--- config.mk ---
export PLATFORM = sky130hd
export DESIGN_NAME = dac_bus_front
export DESIGN_NICKNAME = d
export VERILOG_FILES = /design/src/rtl/dac_bus_pkg.sv /design/src/rtl/dac_sync_chain.sv /design/src/rtl/dac_bus_decode.sv /design/src/rtl/dac_out_stage.sv /design/src/rtl/dac_bus_front.sv
export SDC_FILE = /design/constraint.sdc
export NUM_CORES = 1
export LEC_CHECK = 0
export ABC_CLOCK_PERIOD_IN_PS = 1600
export BUFFER_PORTS_ARGS = -buffer_cell sky130_fd_sc_hd__buf_2
export CAP_MARGIN = 30
export CORE_MARGIN = 3
export CORE_UTILIZATION = 30
export CTS_CLUSTER_SIZE = 20
export DETAILED_ROUTE_END_ITERATION = 10
export PLACE_DENSITY = 0.47
export SLEW_MARGIN = 20
export SYNTH_ARGS = -nofsm -noshare
export SYNTH_HDL_FRONTEND = slang
export SYNTH_HIERARCHICAL = 1
export SYNTH_SLANG_ARGS = --single-unit
--- constraint.sdc ---
create_clock -name clk -period 1.6 [get_ports clk]
set_input_delay 0.16 -clock clk [delete_from_list [all_inputs] [get_ports clk]]
set_output_delay 0.16 -clock clk [all_outputs]
set_load 0.02 [all_outputs]
--- src/rtl/dac_bus_pkg.sv ---
package dac_bus_pkg;
  typedef enum logic [1:0] {
    SEL_LO   = 2'b00,
    SEL_HI   = 2'b01,
    SEL_RSV  = 2'b10,
    SEL_MODE = 2'b11
  } reg_sel_e;

  // bit 2: software load, bit 1: software power-down, bit 0: software fast
  typedef struct packed {
    logic soft_load;
    logic soft_pd;
    logic soft_fast;
  } mode_t;

  localparam int MODE_W = $bits(mode_t);
endpackage

--- src/rtl/dac_sync_chain.sv ---
module dac_sync_chain #(
  parameter int             W       = 1,
  parameter int             STAGES  = 2,
  parameter logic [W-1:0]   RST_VAL = '0
) (
  input  logic         clk,
  input  logic         rst_n,
  input  logic [W-1:0] d,
  output logic [W-1:0] q
);
  logic [W-1:0] stg [STAGES];

  for (genvar s = 0; s < STAGES; s++) begin : g_stage
    logic [W-1:0] stg_d;
    if (s == 0) begin : g_first
      assign stg_d = d;
    end else begin : g_next
      assign stg_d = stg[s-1];
    end
    always_ff @(posedge clk or negedge rst_n) begin
      if (!rst_n) stg[s] <= RST_VAL;
      else        stg[s] <= stg_d;
    end
  end

  assign q = stg[STAGES-1];
endmodule

--- src/rtl/dac_bus_decode.sv ---
module dac_bus_decode
  import dac_bus_pkg::*;
#(
  parameter int DATA_W = 8,
  parameter int HI_W   = 4
) (
  input  logic              clk,
  input  logic              rst_n,
  input  logic [DATA_W-1:0] d_s,
  input  logic [1:0]        sel_s,
  input  logic              cs_n_s,
  input  logic              we_n_s,
  output logic [DATA_W-1:0] lo_q,
  output logic [HI_W-1:0]   hi_q,
  output mode_t             mode_q
);
  logic              we_prev, cs_prev;
  logic [DATA_W-1:0] d_prev;
  logic [1:0]        sel_prev;
  logic              wr_fire;
  logic              lo_en, hi_en, mode_en;
  logic [DATA_W-1:0] lo_d;
  logic [HI_W-1:0]   hi_d;
  mode_t             mode_d;

  assign wr_fire = we_n_s & ~we_prev & ~cs_prev;

  always_comb begin
    lo_en   = 1'b0;
    hi_en   = 1'b0;
    mode_en = 1'b0;
    if (wr_fire) begin
      unique case (reg_sel_e'(sel_prev))
        SEL_LO:   lo_en   = 1'b1;
        SEL_HI:   hi_en   = 1'b1;
        SEL_MODE: mode_en = 1'b1;
        default:  ;
      endcase
    end
    lo_d   = d_prev;
    hi_d   = d_prev[HI_W-1:0];
    mode_d = mode_t'(d_prev[MODE_W-1:0]);
  end

  always_ff @(posedge clk or negedge rst_n) begin
    if (!rst_n) begin
      we_prev  <= 1'b1;
      cs_prev  <= 1'b1;
      d_prev   <= '0;
      sel_prev <= '0;
    end else begin
      we_prev  <= we_n_s;
      cs_prev  <= cs_n_s;
      d_prev   <= d_s;
      sel_prev <= sel_s;
    end
  end

  always_ff @(posedge clk or negedge rst_n) begin
    if (!rst_n) begin
      lo_q   <= '0;
      hi_q   <= '0;
      mode_q <= '0;
    end else begin
      if (lo_en)   lo_q   <= lo_d;
      if (hi_en)   hi_q   <= hi_d;
      if (mode_en) mode_q <= mode_d;
    end
  end


  rsv_sel_ignored_chk: assert property (@(posedge clk) disable iff (!rst_n)
    (wr_fire && sel_prev == SEL_RSV) |=> ($stable(lo_q) && $stable(hi_q) && $stable(mode_q)));


  no_strobe_no_write_chk: assert property (@(posedge clk) disable iff (!rst_n)
    !(we_n_s && !we_prev && !cs_prev) |=> ($stable(lo_q) && $stable(hi_q) && $stable(mode_q)));


  hi_from_low_nibble_chk: assert property (@(posedge clk) disable iff (!rst_n)
    (wr_fire && sel_prev == SEL_HI) |=> hi_q == $past(d_prev[HI_W-1:0]));
endmodule

--- src/rtl/dac_out_stage.sv ---
module dac_out_stage
  import dac_bus_pkg::*;
#(
  parameter int DATA_W = 8,
  parameter int HI_W   = 4,
  localparam int CODE_W = DATA_W + HI_W
) (
  input  logic              clk,
  input  logic              rst_n,
  input  logic              load_n_s,
  input  logic              pdown_n_s,
  input  logic              speed_s,
  input  mode_t             mode_q,
  input  logic [DATA_W-1:0] lo_q,
  input  logic [HI_W-1:0]   hi_q,
  output logic [CODE_W-1:0] dac_code,
  output logic              pwr_down,
  output logic              fast_mode
);
  logic              load_open;
  logic [CODE_W-1:0] code_d;
  logic              pd_d, fast_d;

  always_comb begin
    load_open = ~load_n_s | mode_q.soft_load;
    code_d    = {hi_q, lo_q};
    pd_d      = ~pdown_n_s | mode_q.soft_pd;
    fast_d    = speed_s | mode_q.soft_fast;
  end

  always_ff @(posedge clk or negedge rst_n) begin
    if (!rst_n) begin
      dac_code  <= '0;
      pwr_down  <= 1'b0;
      fast_mode <= 1'b0;
    end else begin
      if (load_open) dac_code <= code_d;
      pwr_down  <= pd_d;
      fast_mode <= fast_d;
    end
  end


  code_hold_chk: assert property (@(posedge clk) disable iff (!rst_n)
    (load_n_s && !mode_q.soft_load) |=> $stable(dac_code));


  code_follow_pin_chk: assert property (@(posedge clk) disable iff (!rst_n)
    !load_n_s |=> dac_code == $past({hi_q, lo_q}));


  code_follow_bit_chk: assert property (@(posedge clk) disable iff (!rst_n)
    mode_q.soft_load |=> dac_code == $past({hi_q, lo_q}));


  pd_merge_chk: assert property (@(posedge clk) disable iff (!rst_n)
    (!pdown_n_s || mode_q.soft_pd) |=> pwr_down);


  fast_merge_chk: assert property (@(posedge clk) disable iff (!rst_n)
    (!speed_s && !mode_q.soft_fast) |=> !fast_mode);
endmodule

--- src/rtl/dac_bus_front.sv ---
module dac_bus_front
  import dac_bus_pkg::*;
#(
  parameter int DATA_W      = 8,
  parameter int CODE_W      = 12,
  parameter int SYNC_STAGES = 2,
  localparam int HI_W       = CODE_W - DATA_W,
  localparam int SYNC_W     = DATA_W + 2 + 5
) (
  input  logic              clk,
  input  logic              rst_n,
  input  logic [DATA_W-1:0] bus_d,
  input  logic [1:0]        bus_sel,
  input  logic              bus_cs_n,
  input  logic              bus_we_n,
  input  logic              load_n,
  input  logic              pdown_n,
  input  logic              speed_pin,
  output logic [CODE_W-1:0] dac_code,
  output logic              pwr_down,
  output logic              fast_mode
);
  // reset pattern: strobes, load and power-down pins idle high, speed low
  localparam logic [SYNC_W-1:0] SYNC_RST = {{(DATA_W+2){1'b0}}, 5'b11110};

  logic [SYNC_W-1:0] raw_bus, syn_bus;
  logic [DATA_W-1:0] d_s;
  logic [1:0]        sel_s;
  logic              cs_n_s, we_n_s, load_n_s, pdown_n_s, speed_s;
  logic [DATA_W-1:0] lo_q;
  logic [HI_W-1:0]   hi_q;
  mode_t             mode_q;

  assign raw_bus = {bus_d, bus_sel, bus_cs_n, bus_we_n, load_n, pdown_n, speed_pin};
  assign {d_s, sel_s, cs_n_s, we_n_s, load_n_s, pdown_n_s, speed_s} = syn_bus;

  dac_sync_chain #(.W(SYNC_W), .STAGES(SYNC_STAGES), .RST_VAL(SYNC_RST)) u_sync (
    .clk(clk), .rst_n(rst_n), .d(raw_bus), .q(syn_bus));

  dac_bus_decode #(.DATA_W(DATA_W), .HI_W(HI_W)) u_dec (
    .clk(clk), .rst_n(rst_n), .d_s(d_s), .sel_s(sel_s), .cs_n_s(cs_n_s),
    .we_n_s(we_n_s), .lo_q(lo_q), .hi_q(hi_q), .mode_q(mode_q));

  dac_out_stage #(.DATA_W(DATA_W), .HI_W(HI_W)) u_out (
    .clk(clk), .rst_n(rst_n), .load_n_s(load_n_s), .pdown_n_s(pdown_n_s),
    .speed_s(speed_s), .mode_q(mode_q), .lo_q(lo_q), .hi_q(hi_q),
    .dac_code(dac_code), .pwr_down(pwr_down), .fast_mode(fast_mode));


  pd_keeps_code_chk: assert property (@(posedge clk) disable iff (!rst_n)
    ($rose(pwr_down) || $fell(pwr_down)) && load_n_s && !mode_q.soft_load |-> $stable(dac_code));
endmodule

==> flow_summary_export.csv <==
group,metric,value,unit
floorplan,coreArea,0.00702,mm^2
setup_path,rr_startpoint,"u_sync/q[3]",
sta,tns,0,ns
drt,ant_nets,0,
clocking,cts.htree.levels,3,
floorplan,dieWidth,92.4,um
global_route,grt_max_degree,39,
drt,wirelength,3330,um
clocking,numClockSinks,71,
synth,ys_types,12,
final_layout,stdcell_count,268,
floorplan,start_util,31.9,%
final_layout,fin_nets,184,
sta,slew_viol_final,0,
drt,drc_errors,0,
final_layout,area_delta_synth_final,29.7,%
drt,drtIter0Drc,24,
setup_path,worstPathArrival,1.80,ns
clocking,cts_tree,"built",
power_and_ir_drop,p_per_area,1440,mW/mm^2
global_route,grtUsageTotal,9.12,%
final_layout,final_common_cell,"dfrtp_1",
sta,hold-worst-slack,0.313,ns
synth,synth_seq_cells,71,
synth,yosys_warnings,6,
final_layout,fin_util,41.4,%
setup_path,crit_fanout,4,
sta,setup_viol,0,
placement,dp_slack,0.0194,ns
drt,firstDrtPassIters,2,
drt,vias,1047,
sta,finClkSkew,0.00564,ns
setup_path,cp_num_buf_inv,0,
final_layout,diodes,0,
floorplan,fp-row-count,30,
clocking,clk_pin_slew,0.07,ns
placement,dpl.hpwl,2100,um
sta,rsz0062_at_grt,"yes",
synth,ys_seq_area_share,79.8,%
job,maxCapViolCount,0,
synth,synth_cells,107,
floorplan,dieHeight,92.4,um
setup_path,r2r_end,"u_dec/hi_q[0]",
setup_path,crit_chain,"nand2b_4 > or4b_4 > mux2_4",
clocking,root_buffer,"clkbuf_8",
setup_path,path_delay_family,"simple AND/OR/NAND/NOR gates",
sta,period_needed,1.59,ns
setup_path,critPathSlowestCell,"dfstp_2",
worst_hold_path,hold_class,"in -> async",
global_route,grt_antenna_before_repair,0,
setup_path,r2r_cells,3,
floorplan,dieArea,0.00854,mm^2
sta,fmax,631,MHz
power_and_ir_drop,vdd_drop_max,0.458,mV
clocking,numCtsBuffers,9,
setup_path,ff2ff_setup_slack,0.01,ns
power_and_ir_drop,total_leakage_power,0.00135,uW
synth,avgSynthCellArea,20.9,um^2
global_route,overflow,0,
sta,fin_ws,0.0146,ns
final_layout,drive_gt1_share,53.5,%
setup_path,crit_path_start_kind,"flip-flop",
clocking,clkLatencyLatePin,0.33,ns
sta,relSlewSlack,70.9,%
sta,final_hold_viol_count,0,
setup_path,end_kind,"flip-flop",
synth,syn-num-nets,124,
synth,syn_area,0.00224,mm^2
sta,min_period_over_period,99.1,%
global_route,grt_first_pass_wirelength,5750,um
setup_path,critical_path_required,1.81,ns
global_route,grt_pass1_vias,1139,
floorplan,ios,31,
outcome,status,"completed",
drt,vias_per_cell,3.91,
setup_path,criticalPathCategory,"reg -> reg",
final_layout,fillers,647,
setup_path,cp_slowest_stage_delay,0.56,ns
clocking,clk_path_buf_depth,2,
sta,worstMarginPinSlew,0.437,ns
drt,post_drt_wl_per_cell,12.4,um
placement,io_buffers,30,
placement,place_inst,236,
placement,place.gp.congestion,0.668,
final_layout,layout_common_cells,"61 x dfrtp_1, 29 x buf_2, 16 x dlygate4sd3_1, 14 x mux2_4, 13 x mux2_2",
[sequential cells by signal (all words and copies together) (netlist names), 2 cells and up]
| signal | flops |
|---|---|
| u_dec/d_prev | 8 |
| u_dec/hi_q | 4 |
| u_dec/lo_q | 8 |
| u_dec/mode_q | 3 |
| u_dec/sel_prev | 2 |
| u_out/dac_code | 12 |
| u_sync/g_stage.stg_d | 15 |
| u_sync/q | 15 |
[report_power, final]
| part | total (uW) | switching (uW) | internal, uW |
|---|---|---|---|
| combinational | 641 | 296 | 345 |
| sequential | 2170 | 117 | 2050 |
| clock | 1370 | 615 | 753 |
[cells in the mapped netlist]
library cell	number	share of area, %
dfrtp_1	61	68
mux2_4	14	9.4
mux2_2	13	6.5
dfstp_2	10	12
nand2b_4	2	1.2
buf_6	1	0.50
nand2_1	1	0.17
nand2b_1	1	0.28
nor3_1	1	0.22
nor4_4	1	0.95
or2_2	1	0.28
or4b_4	1	0.61
[per-layer routing]
layer  vias up  global-route usage (%)  routed length [um]
met4         0                    5.94                  87
met2        24                    13.2                1590
met3        10                    3.82                 182
met5         -                       0                   0
li1        480                       -                   -
met1       533                    11.1                1460
[cells by family (layout without fill, tap and decap cells)]
family / after synthesis / count (layout) / synth area share [%]
DFF: 71 / 71 / 79.8
buffers and inverters: 1 / 66 / 0.502
muxes: 27 / 27 / 15.9
and+or+nand+nor: 8 / 8 / 3.74
[repair_timing]
item	CTS	global route
hold buffers	16	0
resized for setup	0	1
buffers inserted	0	0
endpoints found under the hold margin	43	0
setup endpoints to repair	0	12
[worst max path at each step]
stage | to | cells past startpoint | from
global placement | u_dec/hi_q[0] | 3 | u_sync/q[3]
detailed placement | u_dec/hi_q[1] | 3 | u_sync/q[3]
global route | u_dec/hi_q[3] | 3 | u_sync/q[3]
CTS | u_dec/hi_q[0] | 3 | u_sync/q[3]
finish | u_dec/hi_q[0] | 3 | u_sync/q[3]
floorplan | u_dec/hi_q[0] | 3 | u_sync/q[3]
[per-stage QoR]
stage / cell area [um^2] / power [uW]
6_report: 2910 / 4180
5_1_grt: 2910 / 4420
4_1_cts: 2900 / 4260
3_5_place_dp: 2540 / 2830
3_3_place_gp: 2540 / 2820
2_1_floorplan: 2240 / 2600
[final cells by class]
| cell class | count | area (um^2) | share of cell area, % |
|---|---|---|---|
| Multi-Input combinational cell | 35 | 440 | 15.2 |
| Tap cell | 96 | 120 | 4.13 |
| Clock inverter | 6 | 60.1 | 2.07 |
| Sequential cell | 71 | 1790 | 61.6 |
| Timing Repair Buffer | 50 | 359 | 12.4 |
| Clock buffer | 10 | 138 | 4.74 |
Note: power is estimated with default switching activity, not from simulation.
